**config.mk**
```make
export PLATFORM = sky130hd
export DESIGN_NAME = pps_crossbar
export DESIGN_NICKNAME = d
export VERILOG_FILES = /design/src/rtl/pps_pkg.sv /design/src/rtl/pps_in_lane.sv /design/src/rtl/pps_out_lane.sv /design/src/rtl/pps_crossbar.sv
export SDC_FILE = /design/constraint.sdc
export NUM_CORES = 1
export LEC_CHECK = 0
export ABC_AREA = 1
export BUFFER_PORTS_ARGS = -buffer_cell sky130_fd_sc_hd__buf_2
export CORE_MARGIN = 2
export CORE_UTILIZATION = 49
export DETAILED_ROUTE_END_ITERATION = 12
export PLACE_DENSITY = 0.91
export SYNTH_ARGS = -nofsm -noshare
export SYNTH_HDL_FRONTEND = slang
export SYNTH_SLANG_ARGS = --single-unit
```
**constraint.sdc**
```tcl
create_clock -name vclk -period 1.1
set_clock_uncertainty 0.05 [all_clocks]
set_input_delay 0.165 -clock vclk [all_inputs]
set_output_delay 0.165 -clock vclk [all_outputs]
set_load 0.02 [all_outputs]
```
**src/rtl/pps_pkg.sv**
```systemverilog
package pps_pkg;

    // Size of the address space the pin selectors can name.
    localparam int SLOT_SPACE = 32;
    localparam int SLOT_SEL_W = $clog2(SLOT_SPACE);

    typedef logic [SLOT_SEL_W-1:0] slot_sel_t;

    // Drive request for one remappable pad.
    typedef struct packed {
        logic en;
        logic lvl;
    } pad_drive_t;

    localparam pad_drive_t PAD_RELEASED = '{en: 1'b0, lvl: 1'b0};

    // An output code is live when it names an existing peripheral output.
    function automatic logic code_is_live(input int code, input int n_src);
        return (code != 0) && (code <= n_src);
    endfunction

endpackage

```
**src/rtl/pps_in_lane.sv**
```systemverilog
module pps_in_lane
    import pps_pkg::*;
#(
    parameter int   IMPL_PINS = 26,
    parameter logic IDLE      = 1'b1
) (
    input  logic [IMPL_PINS-1:0] pin_in,
    input  slot_sel_t            sel,
    output logic                 fin
);

    // Fill the full slot space: real pins first, idle level above them.
    logic [SLOT_SPACE-1:0] slot_lvl;

    for (genvar i = 0; i < SLOT_SPACE; i++) begin : g_slot
        if (i < IMPL_PINS) begin : g_real
            assign slot_lvl[i] = pin_in[i];
        end else begin : g_absent
            assign slot_lvl[i] = IDLE;
        end
    end

    assign fin = slot_lvl[sel];

endmodule

```
**src/rtl/pps_out_lane.sv**
```systemverilog
module pps_out_lane
    import pps_pkg::*;
#(
    parameter int N_SRC  = 18,
    parameter int CODE_W = 5
) (
    input  logic [N_SRC-1:0]  per_out,
    input  logic [CODE_W-1:0] code,
    output pad_drive_t        drv
);

    localparam int N_CODES = 2 ** CODE_W;

    // Code-indexed view of the sources; code 0 and codes past N_SRC read 0.
    logic [N_CODES-1:0] by_code;

    for (genvar k = 0; k < N_CODES; k++) begin : g_code
        if (k >= 1 && k <= N_SRC) begin : g_src
            assign by_code[k] = per_out[k-1];
        end else begin : g_none
            assign by_code[k] = 1'b0;
        end
    end

    logic live;

    always_comb begin
        live = code_is_live(int'(code), N_SRC);
        drv  = PAD_RELEASED;
        if (live) begin
            drv.en  = 1'b1;
            drv.lvl = by_code[code];
        end
    end

endmodule

```
**src/rtl/pps_crossbar.sv**
```systemverilog
module pps_crossbar
    import pps_pkg::*;
#(
    parameter int               IMPL_PINS  = 26,
    parameter int               N_FIN      = 8,
    parameter int               N_FOUT     = 18,
    parameter int               OUT_CODE_W = 5,
    parameter logic [N_FIN-1:0] IDLE_LVL   = '1
) (
    input  logic [IMPL_PINS-1:0]            pin_in,
    input  logic [N_FOUT-1:0]               per_out,
    input  logic [N_FIN*SLOT_SEL_W-1:0]     in_sel,
    input  logic [IMPL_PINS*OUT_CODE_W-1:0] out_sel,
    output logic [N_FIN-1:0]                per_in,
    output logic [IMPL_PINS-1:0]            pin_out,
    output logic [IMPL_PINS-1:0]            pin_oe
);

    // Input side: one lane per peripheral input, each with its own selector.
    for (genvar f = 0; f < N_FIN; f++) begin : g_fin
        pps_in_lane #(
            .IMPL_PINS (IMPL_PINS),
            .IDLE      (IDLE_LVL[f])
        ) u_lane (
            .pin_in (pin_in),
            .sel    (in_sel[f*SLOT_SEL_W +: SLOT_SEL_W]),
            .fin    (per_in[f])
        );
    end

    // Output side: one lane per implemented pin; a lane has a single source.
    for (genvar p = 0; p < IMPL_PINS; p++) begin : g_pin
        pad_drive_t drv;

        pps_out_lane #(
            .N_SRC  (N_FOUT),
            .CODE_W (OUT_CODE_W)
        ) u_lane (
            .per_out (per_out),
            .code    (out_sel[p*OUT_CODE_W +: OUT_CODE_W]),
            .drv     (drv)
        );

        assign pin_out[p] = drv.lvl;
        assign pin_oe[p]  = drv.en;
    end

endmodule

```
==> results.py, run 1 <==
metrics = {
    "die": {
        "fp.dieH_um": 133.6,
        "die-width_um": 133.6,
        "initial_utilization_pct": 49.81,
        "io-pin-count": 274,
        "core.rowCount": 47,
    },
    "placement": {
        "gp_congestion": 1.040,
        "place_hpwl_um": 29010,
        "port_buffers": 274,
    },
    "synth": {
        "ys_warn_count": 0,
        "syn_inst": 1779,
        "ys_types": 22,
        "syn_nets": 1993,
        "avgSynthCellArea_um2": 4.626,
        "syn_area_um2": 8230,
        "seq_area_frac_synth_pct": 0,
    },
    "run_status": {
        "error_line": "[ERROR GRT-0116] Global routing finished with congestion. Check the congestion regions in the DRC Viewer.",
        "status": "stopped before the end",
        "stop_stage": "5_1_grt",
    },
    "global_routing": {
        "grt_usage_pct": 90.95,
        "grt_overflow": 499,
        "first_global_vias": 20950,
        "grt_pass1_wl_um": 129200,
        "grt_max_degree": 27,
    },
}
-- stage by stage --
stage               cells  cell area, µm²  setup WS [ns]  hold slack (ns)
floorplan            1779            8434       -0.06056           0.4754
global placement     2400           11510        -0.4711           0.5931
CTS                  2426           14710        -0.2696           0.6022
detailed placement   2400           11510        -0.5066           0.5944
-- layer usage --
layer / track usage (%) / overflow
met5: 42.22 / 0
met4: 100.4 / 153
met3: 80.67 / 19
met2: 106.4 / 315
met1: 85.14 / 12
-- cells in the mapped netlist, types with 2 or more instances --
master / count / area share, %
clkbuf_2: 2 / 0.12
o21ai_0: 79 / 4.8
a31oi_1: 26 / 2.0
buf_2: 56 / 3.4
o211ai_1: 81 / 7.4
o21ai_1: 28 / 1.7
buf_6: 11 / 1.5
nand3_1: 256 / 16
a21oi_1: 63 / 3.8
inv_1: 179 / 8.2
inv_2: 24 / 1.1
clkbuf_1: 2 / 0.091
nor2_1: 188 / 8.6
nand2_1: 638 / 29
nand3b_1: 19 / 1.7
nand4_1: 8 / 0.61
o2111ai_1: 26 / 2.8
nor2_2: 4 / 0.30
nor3_1: 26 / 1.6
buf_4: 61 / 5.6
-- cells by family after synthesis --
kind of cell	synth area share, %
AOI/OAI and AO/OA	22.47
buffers and inverters	19.99
and+or+nand+nor	57.54
-- timing repair --
action                     CTS
gates resized for setup    854
hold buffers                 0
gates cloned                20
buffers inserted            13
pin swaps                  317
setup endpoints to repair   60
==> run 2, diff against run 1 <==
--- a/config.mk
+++ b/config.mk
@@ -8,9 +8,9 @@
 export ABC_AREA = 1
 export BUFFER_PORTS_ARGS = -buffer_cell sky130_fd_sc_hd__buf_2
 export CORE_MARGIN = 2
-export CORE_UTILIZATION = 49
+export CORE_UTILIZATION = 40
 export DETAILED_ROUTE_END_ITERATION = 12
-export PLACE_DENSITY = 0.91
+export PLACE_DENSITY_LB_ADDON = 0.15
 export SYNTH_ARGS = -nofsm -noshare
 export SYNTH_HDL_FRONTEND = slang
 export SYNTH_SLANG_ARGS = --single-unit
==> constraint.sdc (replaced) <==
create_clock -name vclk -period 1.45
set_clock_uncertainty 0.05 [all_clocks]
set_input_delay 0.2175 -clock vclk [all_inputs]
set_output_delay 0.2175 -clock vclk [all_outputs]
set_load 0.02 [all_outputs]
==> run 2 against run 1 <==
  * The flow now finishes, with violations (negative setup slack)
  * Synthesized area is the same
  * Synthesized cell count is the same
==> results.py, run 2 <==
metrics = {
    "cells_and_area": {
        "syn_to_final_growth_pct": 54.20,
        "ff_latch_area_um2": 0,
        "numSequentialCells": 0,
        "fin_util_pct": 62.72,
        "final_cell_mix": "nand2_1, nand3_1, buf_2, nor2_1, inv_1",
        "drive_above_1_share_pct": 31.01,
        "layout_commonest_cell": "nand2_1",
        "layout.nets": 2325,
        "finish.instance_area_um2": 12690,
        "nClkBuffers": 0,
    },
    "global_routing": {
        "grt_pass1_wl_um": 55600,
        "grt_usage_pct": 30.62,
        "antenna_found_initial": 3,
        "first_global_vias": 11600,
        "grt_overflow": 0,
        "grt_max_degree": 27,
    },
    "pwr": {
        "switching_share_pct": 56.25,
        "seqPwrFrac_pct": 0,
        "irDropWorstVdd_uv": 255.7,
        "intPower_mw": 1.850,
        "leakage_nw": 6.393,
        "finalPower_mw": 4.227,
        "p_comb_share_pct": 100.0,
        "power.share.clock_pct": 0,
        "cellPowerDensity_nw_per_um2": 333.1,
        "p_switching_mw": 2.378,
    },
    "worst_setup_path": {
        "crit_chain": "buf_8 -> clkinv_8 -> clkbuf_16 -> nand2_1 -> o211ai_1 -> nand2_1 -> nand2_1 -> nand2_1 -> nand3_2 -> nand2_2 -> buf_6",
        "worstPathArrival_ns": 1.22,
        "cpPeakStageDelay_ns": 0.18,
        "required_ns": 1.18,
        "worstSetupPathType": "in2out",
        "crit_start": "per_out[6]",
        "end_kind": "output pin",
        "crit_end": "pin_out[17]",
        "worstSetupStartpointType": "primary input",
        "worstPathMaxFanout": 8,
        "crit_top_cell": "nand2_1",
        "critical_path.slowest_cell": "clkbuf_16",
    },
    "die": {
        "die-width_um": 147.4,
        "io-pin-count": 274,
        "initial_utilization_pct": 40.68,
        "fp.dieH_um": 147.4,
        "die_area_um2": 21740,
        "core-area_um2": 20230,
        "core.rowCount": 52,
    },
    "placement": {
        "dp_slack_ns": -0.06791,
        "placed_area_um2": 10770,
        "port_buffers": 274,
        "place_hpwl_um": 26870,
        "gp_congestion": 0.9700,
    },
    "synth": {
        "syn_area_um2": 8230,
        "yosysTopAreaCell": "nand2_1",
        "seq_area_frac_synth_pct": 0,
        "synth_top_area_share_pct": 29.10,
        "synthTopCellsByCount": "nand2_1, nand3_1, nor2_1",
        "avgSynthCellArea_um2": 4.626,
        "yosysMostFrequentCell": "nand2_1",
        "ys_types": 22,
        "ys_warn_count": 0,
        "syn_nets": 1993,
        "syn_inst": 1779,
        "synth_area_leaders": "nand2_1, nand3_1, nor2_1, inv_1, o211ai_1",
    },
    "sta": {
        "maxSlewHeadroom_pct": 80.58,
        "rsz0062_at_grt": "yes",
        "holdWs_ns": 0.6980,
        "finalMaxSlewViolations": 0,
        "hold_viol": 0,
        "worstMarginPinSlew_ns": 0.2913,
        "post-route-period-util_pct": 102.9,
        "fin_ws_ns": -0.04225,
        "clock.fmax_mhz": 670.1,
        "period_minus_slack_ns": 1.492,
        "setup_viol": 3,
    },
    "run_status": {
        "status": "finished, violations left",
        "violations": "negative setup slack",
    },
    "drt": {
        "drtIter0Drc": 1328,
        "viasPerCell": 5.649,
        "wirelength_um": 38550,
        "vias": 13460,
        "firstDrtPassIters": 5,
        "drcViolationCount": 0,
        "ant_nets": 0,
        "wl_per_cell_um": 16.19,
    },
    "flow_run": {
        "drv_cap": 0,
    },
    "min_path": {
        "hold_path_startpoint": "out_sel[129]",
        "hold_class": "in2out",
    },
    "cts": {
        "ctsHoldBuffers": 0,
    },
}
==> run 2: cell counts after synthesis <==
Identical to the previous run, type by type.
==> run 2: metal layers <==
metal	share of wire, %	routed length [µm]	up-vias	track usage [%]
met5	0	0	-	0
met4	4.0	1554	0	9.615
met3	9.9	3828	125	2.562
met2	46	17550	789	51.89
met1	41	15620	6029	41.29
li1	-	-	6512	-
==> run 2: repair_timing <==
item / 4_1_cts / 5_1_grt
pin swaps: 7 / 160
gates cloned: 2 / 22
setup buffers: 0 / 3
setup endpoints to repair: 35 / 46
resized for setup: 50 / 457
==> run 2: cell type report <==
class,count,area (µm²)
Antenna cell,3,7.507
Fill cell,1961,7543
Inverter,204,908.4
Multi-Input combinational cell,1443,7078
Tap cell,270,337.8
Timing Repair Buffer,460,4344
Timing Repair inverter,2,15.01
==> run 2: logic make-up (layout without fill, tap and decap cells) <==
logic type             Yosys count  after routing  synth area share, %
and+or+nand+nor               1140           1140                57.54
AOI/OAI and AO/OA              303            303                22.47
other                            0              3                    0
buffers and inverters          336            666                19.99
==> run 2: worst min-delay path by stage <==
stage | endpoint | slack, ns | cells after the start
final | pin_oe[25] | 0.70 | 3
after global routing | pin_oe[22] | 0.71 | 3
after CTS | pin_oe[25] | 0.70 | 3
after detailed placement | pin_oe[21] | 0.70 | 3
after global placement | pin_oe[2] | 0.70 | 3
after floorplan | pin_oe[1] | 0.59 | 2
==> run 2: power groups by stage <==
stage                       clock, mW  combinational (mW)  sequential, mW
after floorplan                     0                2.07               0
after global placement              0                3.38               0
after detailed placement            0                3.42               0
after CTS                           0                3.50               0
after global routing      0.000000277                4.56               0
final                     0.000000277                4.23               0
==> run 2: critical path: cells and delay by family <==
kind            cells  cell delay [ns]
simple gates        6             0.44
compound gates      1             0.09
buf+inv             4             0.47
==> run 2: through the flow <==
stage,setup TNS (ns),instances
floorplan,0,1779
CTS,-0.4111,2354
global route,-1.474,2382
global placement,-0.7178,2352
finish,-0.07862,2382
detailed placement,-1.185,2352
No activity file was read; power rests on OpenSTA's default activity.
